[src/rtl/wdog_pkg.sv]
package wdog_pkg;

    // Number of low divider bits that must all be one for a tick.
    function automatic int unsigned tap_len(input logic [2:0] sel);
        case (sel)
            3'd0:    tap_len = 1;
            3'd1:    tap_len = 6;
            3'd2:    tap_len = 7;
            3'd3:    tap_len = 9;
            3'd4:    tap_len = 11;
            3'd5:    tap_len = 13;
            3'd6:    tap_len = 15;
            default: tap_len = 17;
        endcase
    endfunction

    typedef struct packed {
        logic       flag;
        logic       wd;
        logic       en;
        logic [2:0] cks;
        logic       arm;
        logic       rst_req;
    } ctrl_t;

endpackage

[src/rtl/wdog_prescaler.sv]
module wdog_prescaler #(
    parameter int DIV_W = 17
) (
    input  logic       clk,
    input  logic       rst_n,
    input  logic [2:0] sel_i,
    output logic       tick_o
);
    import wdog_pkg::*;

    logic [DIV_W-1:0] div_d, div_q;
    logic [DIV_W-1:0] mask;

    for (genvar i = 0; i < DIV_W; i++) begin : g_mask
        assign mask[i] = (i < tap_len(sel_i));
    end

    always_comb begin
        div_d = div_q + 1'b1;
    end

    always_ff @(posedge clk or negedge rst_n) begin
        if (!rst_n) div_q <= '0;
        else        div_q <= div_d;
    end

    assign tick_o = ((div_q & mask) == mask);
endmodule

[src/rtl/wdog_counter.sv]
module wdog_counter #(
    parameter int CNT_W = 8
) (
    input  logic             clk,
    input  logic             rst_n,
    input  logic             en_i,
    input  logic             tick_i,
    output logic [CNT_W-1:0] cnt_o,
    output logic             ovf_o
);
    logic [CNT_W-1:0] cnt_d, cnt_q;

    always_comb begin
        cnt_d = cnt_q;
        if (!en_i)       cnt_d = '0;
        else if (tick_i) cnt_d = cnt_q + 1'b1;
    end

    always_ff @(posedge clk or negedge rst_n) begin
        if (!rst_n) cnt_q <= '0;
        else        cnt_q <= cnt_d;
    end

    assign cnt_o = cnt_q;
    assign ovf_o = en_i && tick_i && (&cnt_q);
endmodule

[src/rtl/wdog_itimer.sv]
module wdog_itimer #(
    parameter int          CNT_W = 8,
    parameter int          DIV_W = 17,
    parameter logic [7:0]  KEY   = 8'hA5
) (
    input  logic               clk,
    input  logic               rst_n,
    input  logic               wr_en_i,
    input  logic               wr_addr_i,
    input  logic [2*CNT_W-1:0] wr_data_i,
    input  logic               rd_en_i,
    input  logic               rd_addr_i,
    output logic [CNT_W-1:0]   rd_data_o,
    input  logic               rst_en_i,
    output logic               irq_o,
    output logic               rst_req_o
);
    import wdog_pkg::*;

    localparam int BUS_W = 2 * CNT_W;

    ctrl_t            s_d, s_q;
    logic             tick, ovf, key_wr;
    logic [CNT_W-1:0] cnt;
    logic             flag_q, wd_q, en_q;
    logic             unused_rsvd;

    assign unused_rsvd = ^wr_data_i[4:3];

    wdog_prescaler #(.DIV_W(DIV_W)) u_presc (
        .clk    (clk),
        .rst_n  (rst_n),
        .sel_i  (s_q.cks),
        .tick_o (tick)
    );

    wdog_counter #(.CNT_W(CNT_W)) u_cnt (
        .clk    (clk),
        .rst_n  (rst_n),
        .en_i   (s_q.en),
        .tick_i (tick),
        .cnt_o  (cnt),
        .ovf_o  (ovf)
    );

    assign key_wr = wr_en_i && !wr_addr_i && (wr_data_i[BUS_W-1:CNT_W] == KEY);

    always_comb begin
        s_d         = s_q;
        s_d.rst_req = 1'b0;
        if (rd_en_i && !rd_addr_i && s_q.flag) s_d.arm = 1'b1;
        if (key_wr) begin
            s_d.wd  = wr_data_i[6];
            s_d.en  = wr_data_i[5];
            s_d.cks = wr_data_i[2:0];
            if (!wr_data_i[7] && s_q.arm) s_d.flag = 1'b0;
            s_d.arm = 1'b0;
        end
        if (ovf) begin
            if (s_q.wd && rst_en_i) begin
                s_d.flag    = 1'b0;
                s_d.arm     = 1'b0;
                s_d.rst_req = 1'b1;
            end else begin
                s_d.flag = 1'b1;
            end
        end
    end

    always_ff @(posedge clk or negedge rst_n) begin
        if (!rst_n) s_q <= '0;
        else        s_q <= s_d;
    end

    assign flag_q    = s_q.flag;
    assign wd_q      = s_q.wd;
    assign en_q      = s_q.en;
    assign rd_data_o = rd_addr_i ? cnt : {s_q.flag, s_q.wd, s_q.en, 2'b11, s_q.cks};
    assign irq_o     = s_q.flag && !s_q.wd;
    assign rst_req_o = s_q.rst_req;
endmodule

[config.mk]
export PLATFORM = sky130hd
export DESIGN_NAME = wdog_itimer
export DESIGN_NICKNAME = d
export VERILOG_FILES = /design/src/rtl/wdog_pkg.sv /design/src/rtl/wdog_prescaler.sv /design/src/rtl/wdog_counter.sv /design/src/rtl/wdog_itimer.sv
export SDC_FILE = /design/constraint.sdc
export NUM_CORES = 1
export LEC_CHECK = 0
export ABC_AREA = 1
export BUFFER_PORTS_ARGS = -buffer_cell sky130_fd_sc_hd__buf_2
export CORE_ASPECT_RATIO = 1.1
export CORE_UTILIZATION = 55
export DETAILED_ROUTE_END_ITERATION = 7
export GPL_ROUTABILITY_DRIVEN = 0
export PLACE_DENSITY_LB_ADDON = 0.3
export SLEW_MARGIN = 20
export SYNTH_ARGS = -nofsm -noshare
export SYNTH_HDL_FRONTEND = slang
export SYNTH_HIERARCHICAL = 1
export SYNTH_SLANG_ARGS = --single-unit
[constraint.sdc]
create_clock -name clk -period 2.37 [get_ports clk]
set_input_delay 0.237 -clock clk [delete_from_list [all_inputs] [get_ports clk]]
set_output_delay 0.237 -clock clk [all_outputs]
set_load 0.05 [all_outputs]
* Word level (Yosys, flattened, before mapping)
Cells that the tools add are included.
Widths: inputs -> output; s select.
** Word-level totals
- Bits in registers :: 33
- Output and inout port bits :: 10
- Logic and storage cells :: 66
** Cells by class
- Add/subtract/negate cells :: 2
- Magnitude comparators :: 17
- Eq/ne operators :: 9
- Mux-type cells :: 11
- Bitwise gates (word level) :: 1
- Reduce and logical (&&, ||, !) cells :: 18
** Operators with widths (number)
- $lt 4x5->1 const A :: 8
- $pmux 5 s7 :: 1
- $mux 8 :: 3
- $lt 3x5->1 const A :: 4
- $add 17x1->17 const B :: 1
- $and 17x17->17 :: 1
- $eq 17x17->1 :: 1
- $lt 1x5->1 const A :: 2
- $lt 2x5->1 const A :: 2
- $eq 3x3->1 const B :: 3
- $logic_and 1x1->1 :: 9
- $add 8x1->8 const B :: 1
- $eq 8x8->1 const B :: 1
- $reduce_and 8->1 :: 1
- $mux 7 :: 1
- $eq 3x2->1 const B :: 2
- $lt 5x5->1 const A :: 1
- $logic_not 1->1 :: 4
- $mux 1 :: 4
- $mux 2 :: 2
- $reduce_bool 2->1 :: 2
- $eq 3x1->1 const B :: 1
- $logic_not 3->1 :: 1
- $ne 2x1->1 const B :: 1
- $reduce_and 2->1 :: 1

* Logic depth before layout (Yosys ltp)
- Depth in word-level cells :: 9
- Depth in mapped cells :: 14
- Mapped depth without buffers :: 14

* Hierarchy
The synthesis kept the hierarchy.
** Modules (own cells, without submodules)
- wdog_prescaler :: times used 1, cells each 122, area an instance 940.9 um2, seq. area each 425.4 um2
- wdog_itimer :: times used 1, cells each 74, area an instance 508.0 um2, seq. area each 200.2 um2
- wdog_counter :: times used 1, cells each 55, area an instance 447.9 um2, seq. area each 200.2 um2

* Least setup slack after synthesis
No wires, ideal clock.
- Kind :: flip-flop to flip-flop
- Start point :: reg s_q[2] in the netlist's numbering
- End point :: reg s_q[1] in the netlist's numbering
- Library setup time :: 120 ps
- Data arrival time :: 1728 ps
- Required time :: 2250 ps
- Slack :: 522 ps
- Stages on the path, launching flop included :: 13
- Path buffers :: 0
- Period minus slack after synthesis :: 1848 ps
- Cells stage by stage :: dfrtp_1 > nor2_1 > nand2_1 > nand2_1 > inv_1 > nand2_1 > nand4_1 > nor2_1 > nand2_1 > nor3b_2 > inv_2 > nor2_1 > and3b_1
** RTL lines
- start: declaration :: line wdog_itimer.sv:22 : ctrl_t s_d, s_q;
- start signal: assignment :: line wdog_itimer.sv:71 : if (!rst_n) s_q <= '0;
- start signal: assignment :: line wdog_itimer.sv:72 : else s_q <= s_d;

==> impl_metrics.yaml <==
sta:
  finalSetupViolations: 0
  clock_skew_ps: 4.347
  fin_crit_ps: 1941
  worstMarginPinSlew_ps: 719.0
  grt_setup_unrepaired: "false"
  fin_crit_sh: 0.8190
  setup_tns_ps: 0
  slew_violations: 0
  slew_headroom: 0.5207
  fmaxAchievable_mhz: 515.2
  finalHoldViolCount: 0
yosys:
  synth.distinct_cells: 26
  synthFlopType: "dfrtp_1"
  synth_top_area_share: 0.4354
  netlist_instances: 251
  ys.warnings.count: 6
  synthTopCellsByCount: "80 x nand2_1, 35 x inv_1, 33 x dfrtp_1, 22 x nor2_1, 18 x nand3_1"
  async_reset_ff_frac: 1.000
  synth.most_common_cell: "nand2_1"
  yosysSeqAreaShare: 0.4354
  avgSynthCellArea_um2: 7.557
  synth_top_cell_by_area: "dfrtp_1"
  syn_nets: 276
  netlist_top_cells_area: "dfrtp_1 44%, nand2_1 16%, inv_1 6.9%"
  synth_seq_cells: 33
  synth_edf_count: 0
  synth_area_um2: 1897
worst_setup_path:
  r2r_setup_slack_ps: 430
  max_stage_delay_ps: 410
  path_class: "flop to flop"
  crit_path_start_kind: "flop"
  crit_end: "s_q[1]"
  cp_slowest_cell: "dfrtp_1"
  crit_required_ps: 2600
  r2r-end: "s_q[1]"
  reg2regPathDepth: 11
  r2r_start: "u_presc/div_q[7]"
  critPathCaptureType: "flop"
  crit_arrival_ps: 2170
  cp_max_fo: 4
  setup.worst_path.start: "u_presc/div_q[7]"
  crit_path_cell_trace: "nand2_1 > inv_1 > nand2_1 > nor2_1 > a21boi_0 > nor2_1 > nand2_1 > nor3b_2 > inv_2 > nor2_1 > and3b_1"
finish:
  final_area_um2: 2160
  syn2layout_area_growth_pct: 13.85
  regArea_um2: 825.8
  diodes: 0
  n_fill_cell: 298
  final_nets: 313
  multiInputGateArea_um2: 898.4
  drive_gt1_frac: 0.2188
  final_core_util: 0.6538
clock_tree:
  cts_sinks: 33
  ctsHtreeMaxLevel: 2
  clk_pin_slew_ps: 100
  cts_resized: 0
  root_buffer: "clkbuf_4"
  post-cts-setup-buffers: 0
  cts_tree: "yes"
  clk-insertion-delay-late_ps: 330
  clockBufferDepth: 2
  numCtsBuffers: 5
floorplan:
  ios: 33
  die_y_um: 63.59
  fp.coreArea_um2: 3303
  die_w_um: 58.00
  fp-row-count: 22
  fp.dieArea_um2: 3688
  initial_utilization: 0.5742
power:
  clock_power_share: 0.378
  p_sw_mw: 0.2438
  cellPowerDensity_nw_per_um2: 488.7
  combinationalPowerShare: 0.081
  p_int_mw: 0.8117
  power_leakage_nw: 1.150
  seq_power_share: 0.541
  ir_drop_uv: 313.1
  netSwitchingFraction: 0.2310
drt:
  first_pass_iters: 4
  drcViolationCount: 0
  antenna_left: 0
  drtIter0Drc: 51
  vias_per_cell: 4.846
  vias: 1570
  drt_wl_total_mm: 3.390
  wl_per_cell_um: 10.46
placed_design:
  dp_hpwl_mm: 2.546
  port_buffers: 30
  placed_cell_area_um2: 2077
global_routing:
  grt_remaining_overflow: 0
  grt_max_degree: 34
  grt_pass1_vias: 1478
  grt_pass1_wl_mm: 6.127
  grt.total_usage: 0.2143
  antenna_found_initial: 0
run:
  maxCapViolCount: 0
min_path:
  hold_path_class: "input pin to flop"
outcome:
  status: "finished, final reports clean"
worst min-delay path by stage:
stage                             from                to  slack (ps)  depth (start not counted)
final                     wr_data_i[6]              wd_q         140                          3
after global routing      wr_data_i[2]            s_q[4]         120                          3
after floorplan                  rst_n              en_q         -60                          0
after global placement           rst_n  u_presc/div_q[2]         330                          1
after CTS                 wr_data_i[6]              wd_q         120                          3
after detailed placement         rst_n  u_presc/div_q[2]         340                          1
per-layer routing:
layer | vias up | wire [um] | GRT usage | share of wire
met5 | - | 0 | 0 | 0
li1 | 844 | - | - | -
met3 | 2 | 131 | 0.05749 | 0.039
met2 | 28 | 1610 | 0.3534 | 0.47
met1 | 696 | 1631 | 0.2681 | 0.48
met4 | 0 | 17 | 0.07143 | 0.0050
flip-flops by register name (all words and copies together), names as in the netlist:
name and count:
wd_q 1, s_q 4, u_presc/div_q 17, u_cnt/cnt_o 8, flag_q 1, rst_req_o 1
en_q 1
critical path, delay by kind of cell (launching register included):
| kind | cells | cell delay [ps] |
|---|---|---|
| buf+inv | 2 | 190 |
| compound gates | 1 | 80 |
| flops | 1 | 410 |
| simple gates | 8 | 1160 |
power by group through the flow:
stage | Combinational (mW) | Clock (mW) | Sequential (mW)
floorplan | 0.0456 | 0 | 0.580
global placement | 0.0836 | 0 | 0.582
detailed placement | 0.0846 | 0 | 0.582
CTS | 0.0859 | 0.411 | 0.571
global route | 0.0963 | 0.434 | 0.572
finish | 0.0850 | 0.399 | 0.571
per-stage QoR:
stage          hold WS [ps]  cells  worst slack [ps]  total power [mW]
2_1_floorplan        -58.59    251             522.4            0.6257
3_3_place_gp          331.9    316             466.0            0.6658
3_5_place_dp          335.1    316             442.2            0.6665
4_1_cts               124.4    324             425.7             1.068
5_1_grt               120.7    324             169.8             1.103
6_report              140.9    324             429.0             1.055
area by class of cell:
cell class              instances  share of cell area
inverters                      40             0.06952
clock inverters                 2             0.01622
well taps                      36             0.02086
multi-input cells             176              0.4160
clock buffers                   5             0.01738
repair buffers                 32             0.07764
flip-flops and latches         33              0.3824
cell families after synthesis:
kind of cell,Yosys count,share of synthesized area
simple gates,145,0.3463
buf+inv,42,0.09103
flops,33,0.4354
compound gates,17,0.05870
xor+xnor,12,0.05541
fa+ha+maj,2,0.01319
placed cells by master, fill, tap and decap left out:
cell           instances
a21boi_0               1
a21oi_1                3
and3b_1                1
buf_2                 30
buf_4                  1
bufinv_16              1
clkbuf_4               5
clkinv_2               1
dfrtp_1               33
dlygate4sd3_1          1
ha_1                   2
inv_1                 35
inv_2                  5
nand2_1               80
nand2_2                8
nand3_1               18
nand3_2                1
nand4_1                3
nor2_1                22
nor2_2                 2
nor2_4                 2
nor3_1                 4
nor3_4                 1
nor3b_2                1
o21ai_0                5
o21ai_1                1
o21ai_2                5
o21bai_1               2
or2_1                  2
xnor2_1                4
xor2_1                 8
timing repair:
item                                    CTS  global route
endpoints found under the hold margin    33             0
hold buffers                              1             0
endpoints found under the setup margin    0             0
No activity file was read; power rests on OpenSTA's default activity.
